File: src/rtl/sdr9_pkg.sv
package sdr9_pkg;
  typedef enum logic [1:0] {
    PH_IDLE  = 2'd0,
    PH_ADDR  = 2'd1,
    PH_WRITE = 2'd2,
    PH_READ  = 2'd3
  } phase_t;
endpackage

File: src/rtl/sdr9_edge.sv
module sdr9_edge (
  input  logic clk,
  input  logic rst_n,
  input  logic scl_in,
  output logic scl_rise,
  output logic scl_fall
);
  logic scl_q;

  always_ff @(posedge clk) begin
    if (!rst_n) scl_q <= 1'b1;
    else        scl_q <= scl_in;
  end

  assign scl_rise = scl_in & ~scl_q;
  assign scl_fall = ~scl_in & scl_q;
endmodule

File: src/rtl/sdr9_bitcnt.sv
module sdr9_bitcnt #(
  parameter int DATA_BITS = 8,
  localparam int CW = $clog2(DATA_BITS + 1)
) (
  input  logic          clk,
  input  logic          rst_n,
  input  logic          restart,
  input  logic          scl_rise,
  output logic [CW-1:0] cnt,
  output logic          first
);
  localparam logic [CW-1:0] LAST = CW'(DATA_BITS);

  always_ff @(posedge clk) begin
    if (!rst_n) begin
      cnt   <= '0;
      first <= 1'b1;
    end else if (restart) begin
      cnt   <= '0;
      first <= 1'b1;
    end else if (scl_rise) begin
      if (cnt == LAST) begin
        cnt   <= '0;
        first <= 1'b0;
      end else begin
        cnt <= cnt + 1'b1;
      end
    end
  end
endmodule

File: src/rtl/sdr9_rx.sv
module sdr9_rx #(
  parameter int DATA_BITS = 8,
  localparam int CW = $clog2(DATA_BITS + 1)
) (
  input  logic                 clk,
  input  logic                 rst_n,
  input  logic                 scl_rise,
  input  logic [CW-1:0]        cnt,
  input  logic                 sda_in,
  output logic [DATA_BITS-1:0] rx_byte,
  output logic                 par_ok
);
  logic [DATA_BITS-1:0] sh;

  always_ff @(posedge clk) begin
    if (!rst_n) sh <= '0;
    else if (scl_rise && cnt < CW'(DATA_BITS)) sh <= {sh[DATA_BITS-2:0], sda_in};
  end

  assign rx_byte = sh;
  // odd parity: byte plus ninth bit must hold an odd number of ones
  assign par_ok  = ^{sh, sda_in};
endmodule

File: src/rtl/sdr9_target.sv
module sdr9_target
  import sdr9_pkg::*;
#(
  parameter int DATA_BITS = 8,
  parameter int unsigned TARGET_ADDR = 32'h2A
) (
  input  logic                 clk,
  input  logic                 rst_n,
  input  logic                 scl_in,
  input  logic                 sda_in,
  input  logic                 start_det,
  input  logic                 stop_det,
  input  logic                 legacy_msg,
  output logic                 sda_drv_en,
  output logic                 sda_drv_val,
  output logic [DATA_BITS-1:0] wr_data,
  output logic                 wr_valid,
  output logic                 wr_par_err,
  input  logic [DATA_BITS-1:0] rd_data,
  input  logic                 rd_valid,
  output logic                 rd_ready,
  output logic                 rd_end,
  output logic                 rd_abort
);
  localparam int CW     = $clog2(DATA_BITS + 1);
  localparam int ADDR_W = DATA_BITS - 1;
  localparam logic [CW-1:0]     LAST = CW'(DATA_BITS);
  localparam logic [ADDR_W-1:0] MY_ADDR = ADDR_W'(TARGET_ADDR);

  logic                 scl_rise, scl_fall;
  logic [CW-1:0]        cnt;
  logic                 first;
  logic [DATA_BITS-1:0] rx_byte;
  logic                 par_ok;

  phase_t               phase;
  logic                 leg_q, arm, watch;
  logic [DATA_BITS-1:0] tx_sh;

  logic abort_now, fetch, ninth_rise, addr_hit, dir_rd;

  assign abort_now  = watch & scl_in & ~sda_in;
  assign ninth_rise = scl_rise && (cnt == LAST);
  assign addr_hit   = (rx_byte[DATA_BITS-1:1] == MY_ADDR);
  assign dir_rd     = rx_byte[0];
  assign fetch      = scl_fall && (phase == PH_READ) && arm && (cnt == '0)
                      && !start_det && !stop_det;
  assign rd_ready   = fetch;

  sdr9_edge u_edge (
    .clk(clk), .rst_n(rst_n), .scl_in(scl_in),
    .scl_rise(scl_rise), .scl_fall(scl_fall)
  );

  sdr9_bitcnt #(.DATA_BITS(DATA_BITS)) u_cnt (
    .clk(clk), .rst_n(rst_n), .restart(start_det | abort_now),
    .scl_rise(scl_rise), .cnt(cnt), .first(first)
  );

  sdr9_rx #(.DATA_BITS(DATA_BITS)) u_rx (
    .clk(clk), .rst_n(rst_n), .scl_rise(scl_rise), .cnt(cnt),
    .sda_in(sda_in), .rx_byte(rx_byte), .par_ok(par_ok)
  );

  always_ff @(posedge clk) begin
    if (!rst_n) begin
      phase       <= PH_IDLE;
      leg_q       <= 1'b0;
      arm         <= 1'b0;
      watch       <= 1'b0;
      tx_sh       <= '0;
      sda_drv_en  <= 1'b0;
      sda_drv_val <= 1'b1;
      wr_data     <= '0;
      wr_valid    <= 1'b0;
      wr_par_err  <= 1'b0;
      rd_end      <= 1'b0;
      rd_abort    <= 1'b0;
    end else begin
      wr_valid   <= 1'b0;
      wr_par_err <= 1'b0;
      rd_end     <= 1'b0;
      rd_abort   <= 1'b0;
      if (stop_det) begin
        phase      <= PH_IDLE;
        sda_drv_en <= 1'b0;
        arm        <= 1'b0;
        watch      <= 1'b0;
      end else if (start_det || abort_now) begin
        phase      <= PH_ADDR;
        sda_drv_en <= 1'b0;
        arm        <= 1'b0;
        watch      <= 1'b0;
        rd_abort   <= abort_now;
      end else begin
        if (scl_fall) begin
          watch <= 1'b0;
          unique case (phase)
            PH_ADDR: begin
              if (cnt == LAST) begin
                if (addr_hit && (!dir_rd || rd_valid)) begin
                  sda_drv_en  <= 1'b1;
                  sda_drv_val <= 1'b0;
                  leg_q       <= legacy_msg;
                  arm         <= dir_rd;
                  phase       <= dir_rd ? PH_READ : PH_WRITE;
                end else begin
                  phase <= PH_IDLE;
                end
              end
            end
            PH_WRITE: begin
              if (cnt == LAST && leg_q) begin
                sda_drv_en  <= 1'b1;
                sda_drv_val <= 1'b0;
              end
            end
            PH_READ: begin
              if (cnt == '0) begin
                if (arm) begin
                  arm        <= 1'b0;
                  sda_drv_en <= 1'b1;
                  if (rd_valid) begin
                    sda_drv_val <= rd_data[DATA_BITS-1];
                    tx_sh       <= {rd_data[DATA_BITS-2:0], 1'b0};
                  end else begin
                    sda_drv_val <= 1'b1;
                    tx_sh       <= '1;
                  end
                end
              end else if (cnt < LAST) begin
                sda_drv_val <= tx_sh[DATA_BITS-1];
                tx_sh       <= {tx_sh[DATA_BITS-2:0], 1'b1};
              end else if (leg_q) begin
                sda_drv_en <= 1'b0;
              end else if (rd_valid) begin
                sda_drv_val <= 1'b1;
                arm         <= 1'b1;
              end else begin
                sda_drv_val <= 1'b0;
                rd_end      <= 1'b1;
              end
            end
            default: ;
          endcase
        end
        if (ninth_rise) begin
          if (!(phase == PH_READ && first)) sda_drv_en <= 1'b0;
          if (phase == PH_WRITE && !first) begin
            wr_valid   <= 1'b1;
            wr_data    <= rx_byte;
            wr_par_err <= !leg_q && !par_ok;
          end
          if (phase == PH_READ && !first) begin
            if (leg_q) begin
              if (sda_in) begin
                rd_end <= 1'b1;
                phase  <= PH_IDLE;
              end else begin
                arm <= 1'b1;
              end
            end else if (arm) begin
              watch <= 1'b1;
            end else begin
              phase <= PH_IDLE;
            end
          end
        end
      end
    end
  end
endmodule

File: config.mk
export PLATFORM = sky130hd
export DESIGN_NAME = sdr9_target
export DESIGN_NICKNAME = d
export VERILOG_FILES = /design/src/rtl/sdr9_pkg.sv /design/src/rtl/sdr9_edge.sv /design/src/rtl/sdr9_bitcnt.sv /design/src/rtl/sdr9_rx.sv /design/src/rtl/sdr9_target.sv
export SDC_FILE = /design/constraint.sdc
export NUM_CORES = 1
export LEC_CHECK = 0
export BUFFER_PORTS_ARGS = -buffer_cell sky130_fd_sc_hd__buf_2
export CAP_MARGIN = 20
export CORE_MARGIN = 5
export CORE_UTILIZATION = 45
export CTS_BUF_LIST = sky130_fd_sc_hd__clkbuf_8
export CTS_CLUSTER_DIAMETER = 50
export DETAILED_ROUTE_END_ITERATION = 6
export PLACE_DENSITY = 0.71
export SLEW_MARGIN = 10
export SYNTH_ARGS = -nofsm -noshare
export SYNTH_HDL_FRONTEND = slang
export SYNTH_SLANG_ARGS = --single-unit
File: constraint.sdc
create_clock -name clk -period 3.3 [get_ports clk]
set_input_delay 0 -clock clk [delete_from_list [all_inputs] [get_ports clk]]
set_output_delay 0 -clock clk [all_outputs]
set_load 0.1 [all_outputs]
==> impl_results.md, run 1 <==
- Status: finished, final reports clean
- Total negative setup slack: 0 ps
- Synth Area in Compound Gates: 14.9%
- Adder-Cell Fraction of Synth Area: 2.87%
- GPL Wtd Cong: 0.860
- End of the worst register-to-register path: tx_sh[7]
- Final setup fails: 0
- RSZ-0062 raised after global routing: no
- Max-slew headroom: 36.3%
- Finished Layout Cells: 331
- Cell at the slowest stage of the critical path: dfxtp_1
- Peak supply drop: 0.255 mV
- Largest family of logic cells by synthesized area: simple AND/OR/NAND/NOR gates
- Vias in the first global route: 1642
- Starting Density: 46.1%
- Leak: 0.895 nW
- Post-synth EDFFs: 0
- Register area share after synthesis: 37.7%
- Biggest cell delay along the critical path: 700 ps
- Diodes inserted: 0
- Drt total wl: 4610 µm
- Final Max Slew Viols: 0
- All-Layer GR Usage: 15.5%
- Xor/xnor cell area share of the yosys netlist: 3.22%
- CTS tree: done
- Clk root buf: clkbuf_8
- Cell Rows: 25
- Simple-gate area share of the yosys netlist: 27.6%
- Final min period: 2070 ps
- Synth Warn #: 0
- Post-CTS setup buffer count: 0
- Layout cell share with drive strength beyond 1: 18.6%
- Worst R2R Start: phase[0]
- Final net count: 284
- Final worst-path cycle share: 62.7%
- Top-Level Pins: 31
- Net count after synthesis: 259
- Worst skew pair latency: 300 ps
- Die X: 79.6 µm
- Residual DRC: 0
- Top_reg_cell synth: dfxtp_1
- Pwr/cell area: 420 nW/µm²
- Die footprint: 6330 µm²
- CP max FO: 16
- Via-to-Cell Ratio: 5.26
- Power Total: 0.00105 W
- Reg2Reg Depth: 4
- Max Root-Sink Buffers: 2
- Total CTS buffers: 5
- H-tree depth: 2
- Slew @ Worst Pin: 952 ps
- Data arrival time of the worst path: 2070 ps
- First-pass GRT wire length: 7680 µm
- WS Path Type: reg2out
- Worst hold start: stop_det
- Final clock skew: 4.78 ps
- Syn-to-layout area delta: 14.8%
- Type of the most critical hold path: in2reg
- Post-synthesis mux area share: 8.85%
- Drt wl/cell: 13.9 µm
- Final-report hold violation count: 0
- Hold Path Depth: 3
- Crit end category: output port
- Clock Pin Slew Worst Setup and Hold Paths: 80 ps
- Share of the synthesized area in the top cell type: 37.7%
- Pre-antenna DRT Iters: 5
- Cell area after synthesis: 2180 µm²
- Leading area contributor after synthesis: dfxtp_1
- Initial detailed-routing violation count: 119
- # port buffers: 30
- Setup Slack @ Placement: 1320 ps
- Post-synth top cells: 41 x dfxtp_1, 24 x nor2b_1, 17 x mux2i_1
- Worst Slack Setup Final: 1230 ps
- Maxcap violations: 0
- Yosys cell types: 47
- Syn_area_per_cell: 9.15 µm²
- Hold endpoint: rd_abort
- CP Cell Sequence: nand4b_2 -> nor4_2 -> buf_2
- Sink Count: 41
- Largest net degree at the start of global routing: 33
- Vias: 1740
- Largest cells by area after synthesis: dfxtp_1 38%, mux2i_1 7.8%, nor2b_1 6.9%
- Die height: 79.6 µm
- Max Freq: 0.483 GHz
- Yosys reg bits: 41
- Post-Syn Instances: 238
- Data required time of the worst path: 3300 ps
- Placed cell count: 321
- R2R Setup Slk: 1290 ps
- Type of origin of the critical path: flop
- Initial antenna violation count: 0
- Grt ovf: 0
- Core area: 4720 µm²
- Post-DRT Antenna Nets: 0
- DPL Wire Length: 3270 µm
- Ys async rst share: 0%
- Most numerous cell in the Yosys netlist: dfxtp_1
==> cell type report <==
class | instances | area [µm²]
inverters | 8 | 30.0
multi-input cells | 175 | 1260
clock inverters | 3 | 68.8
flip-flops and latches | 41 | 821
clock buffers | 5 | 68.8
well taps | 67 | 83.8
repair buffers | 32 | 170
fillers | 458 | 2220
==> cells in the final DEF (no fill, tap or decap), types with 7 or more instances in the layout <==
| cell type | n |
|---|---|
| o211ai_1 | 7 |
| dfxtp_1 | 41 |
| xnor2_1 | 7 |
| nor2b_1 | 24 |
| nand2_1 | 16 |
| a21boi_1 | 7 |
| buf_2 | 30 |
| inv_1 | 8 |
| nand3b_1 | 10 |
| nor2_1 | 16 |
| mux2i_1 | 17 |
==> state kept, by name (all words and copies together), names as in the netlist <==
name / cells
tx_sh: 8
u_rx.rx_byte: 8
wr_data: 8
u_cnt.cnt: 4
phase: 2
arm: 1
leg_q: 1
rd_abort: 1
rd_end: 1
sda_drv_en: 1
sda_drv_val: 1
u_cnt.first: 1
u_edge.scl_q: 1
watch: 1
wr_par_err: 1
wr_valid: 1
==> how the worst max path moves through the flow <==
stage / cells past startpoint / endpoint / from
2_1_floorplan: 4 / rd_ready / u_cnt.cnt[0]
3_3_place_gp: 4 / tx_sh[1] / phase[0]
3_5_place_dp: 7 / wr_data[2] / u_cnt.cnt[0]
4_1_cts: 3 / rd_ready / phase[0]
5_1_grt: 7 / tx_sh[5] / u_cnt.cnt[0]
6_report: 3 / rd_ready / phase[0]
==> per-layer routing <==
metal	up-vias	global-route usage [%]	wire length, µm	share of wire (%)
li1	887	-	-	-
met1	821	20.2	2260	49
met2	25	24.8	2170	47
met3	7	3.39	108	2.3
met4	0	6.19	71	1.5
met5	-	0	0	0
==> through the flow <==
step / util [%] / instance area, µm² / hold slack, ps
final: 52.9 / 2500 / 6.03
after global routing: 52.9 / 2500 / 23.9
after CTS: 52.9 / 2500 / 3.25
after detailed placement: 49.6 / 2340 / 248
after global placement: 49.6 / 2340 / 258
after floorplan: - / 2180 / 101
==> where the power goes <==
part / total, W / switching [W] / internal, W / leakage [nW]
Sequential: 0.000502 / 0.00000549 / 0.000496 / 0.331
Combinational: 0.0000584 / 0.0000318 / 0.0000267 / 0.496
Clock: 0.000490 / 0.000186 / 0.000305 / 0.0687
Total: 0.00105 / 0.000223 / 0.000828 / 0.895
==> repair_timing <==
item | in CTS | in global routing
endpoints found under the hold margin | 2 | 0
hold buffers | 2 | 0
resized for setup | 0 | 0
endpoints found under the setup margin | 0 | 0
==> critical path, delay by kind of cell, from the launching register on <==
kind / cells / cell delay [ps]
simple gates: 2 / 600
flops: 1 / 700
buf+inv: 1 / 470
==> cell families (layout without fill, tap and decap cells) <==
group / count (synthesis) / after routing
AOI/OAI and AO/OA: 45 / 45
xor gates and xnor gates: 8 / 8
adders and majority gates: 5 / 5
buffers and inverters: 22 / 48
DFF: 41 / 41
muxes: 19 / 19
and+or+nand+nor: 98 / 98
No activity file was read; power rests on OpenSTA's default activity.
==> run 2: changes to the inputs <==
==> constraint.sdc (replaced) <==
create_clock -name clk -period 2.2 [get_ports clk]
set_input_delay 0 -clock clk [delete_from_list [all_inputs] [get_ports clk]]
set_output_delay 0 -clock clk [all_outputs]
set_load 0.1 [all_outputs]
==> run 2 against run 1 <==
  * Setup slack worse by 970 ps
  * Clock power down 4.7%
  * First-iteration DRC count rose by 31%
  * Via count is 4.3% higher
  * Sequential cell count stayed put
  * Count of clock-buffer cells in the layout stayed put
  * Critical endpoint is now sda_drv_en
  * Largest cell class unchanged
  * Highest routed layer unchanged
==> impl_results.md, run 2 (synthesis results as in run 1) <==
- Max Freq: 0.517 GHz
- Most common cell after layout, fill and taps aside: dfxtp_1
- Core area: 4720 µm²
- Fin area: 2510 µm²
- Status: finished, final reports clean
- Clk root buf: clkbuf_8
- Data required time of the worst path: 2400 ps
- Top delay family on crit path: compound AO/OA/AOI/OAI gates
- Grt ovf: 0
- H-tree depth: 2
- Via-to-Cell Ratio: 5.35
- Clock Power Share: 35.5%
- Final worst-path cycle share: 88.0%
- CTS tree: done
- Diodes inserted: 0
- Type of origin of the critical path: flop
- Drt wl/cell: 14.1 µm
- Clock Pin Slew Worst Setup and Hold Paths: 80 ps
- Die footprint: 6330 µm²
- Switching share of power: 23.8%
- Hold_ws: 55.1 ps
- Starting Density: 46.1%
- Drt total wl: 4770 µm
- Sequential power share: 57.1%
- Leak: 0.919 nW
- Residual DRC: 0
- Crit. Startpoint: u_cnt.cnt[0]
- Post-DRT Antenna Nets: 0
- Pwr/cell area: 523 nW/µm²
- GPL Wtd Cong: 0.866
- CP Cell Sequence: inv_1 -> ha_1 -> and3b_1 -> nor4b_2 -> a31oi_1 -> o21a_1 -> a2111oi_2
- Top-Level Pins: 31
- CP max FO: 6
- Die height: 79.6 µm
- Initial detailed-routing violation count: 156
- Combinational power share: 7.4%
- Slew @ Worst Pin: 523 ps
- Final clock skew: 10.9 ps
- First-pass GRT wire length: 8090 µm
- Placed cell count: 328
- Cell Rows: 25
- Final net count: 292
- Initial antenna violation count: 0
- Biggest cell delay along the critical path: 360 ps
- RSZ-0062 raised after global routing: no
- Type of the most critical hold path: in2reg
- Final-report hold violation count: 0
- Worst hold start: start_det
- Vias in the first global route: 1745
- Max-slew headroom: 64.9%
- Psw: 0.000314 W
- Syn-to-layout area delta: 15.4%
- DPL Wire Length: 3510 µm
- WS Path Type: reg2reg
- Total negative setup slack: 0 ps
- Total CTS buffers: 5
- Peak supply drop: 0.426 mV
- Worst skew pair latency: 300 ps
- Final min period: 1930 ps
- Worst R2R Start: u_cnt.cnt[0]
- # port buffers: 30
- Crit end category: flop
- Layout cell share with drive strength beyond 1: 19.5%
- Int Pwr: 0.00100 W
- Max Root-Sink Buffers: 2
- Die X: 79.6 µm
- Final core utilization: 53.2%
- Largest net degree at the start of global routing: 33
- Final setup fails: 0
- All-Layer GR Usage: 16.0%
- Data arrival time of the worst path: 2130 ps
- Finished Layout Cells: 339
- Maxcap violations: 0
- Commonest non-fill, non-tap cells in the layout: 41 x dfxtp_1, 30 x buf_2, 24 x nor2b_1
- Post-CTS setup buffer count: 0
- Pre-antenna DRT Iters: 5
- Cell at the slowest stage of the critical path: dfxtp_1
- WP buf/inv: 1
- Final Max Slew Viols: 0
- Area of placed instances: 2400 µm²
- Sink Count: 41
- Vias: 1815
==> run 2: path summary, 6_finish.rpt <==
kind | cells after the start | slack, ps | to
max reg2reg | 7 | 270 | sda_drv_en
max | 7 | 270 | sda_drv_en
min reg2reg | 2 | 450 | tx_sh[1]
min | 4 | 60 | u_cnt.cnt[1]
==> run 2: layer usage <==
metal | track usage (%) | share of wire [%]
met1 | 20.8 | 47
met2 | 25.8 | 46
met3 | 3.27 | 4.3
met5 | 0 | 0
met4 | 6.53 | 2.0
==> run 2: final cells by class <==
cell class              count  area (µm²)
fillers                   442        2210
clock buffers               5        68.8
clock inverters             3        11.3
flip-flops and latches     41         821
well taps                  67        83.8
inverters                   8        30.0
repair buffers             40         233
multi-input cells         175        1270
==> run 2: worst reg2reg max path: stages, from the launching register on <==
cell	delay [ps]
dfxtp_1	360
inv_1	70
ha_1	210
and3b_1	330
nor4b_2	270
a31oi_1	80
o21a_1	200
a2111oi_2	330
==> run 2: power groups by stage <==
stage	Clock, W	Sequential, W	Combinational, W
global route	0.000509	0.000752	0.000107
floorplan	0	0.000767	0.0000622
global placement	0	0.000768	0.0000925
CTS	0.000476	0.000751	0.0000971
detailed placement	0	0.000769	0.0000929
finish	0.000467	0.000751	0.0000970
==> run 2: stage by stage <==
stage	worst slack, ps	power, W
detailed placement	296	0.000861
global placement	324	0.000861
finish	265	0.00132
floorplan	307	0.000829
CTS	268	0.00132
global route	121	0.00137
==> run 2: timing repair <==
| item | 4_1_cts | 5_1_grt |
|---|---|---|
| gates resized for setup | 0 | 0 |
| setup endpoints to repair | 0 | 0 |
| hold buffers | 3 | 0 |
| hold endpoints to repair | 3 | 0 |
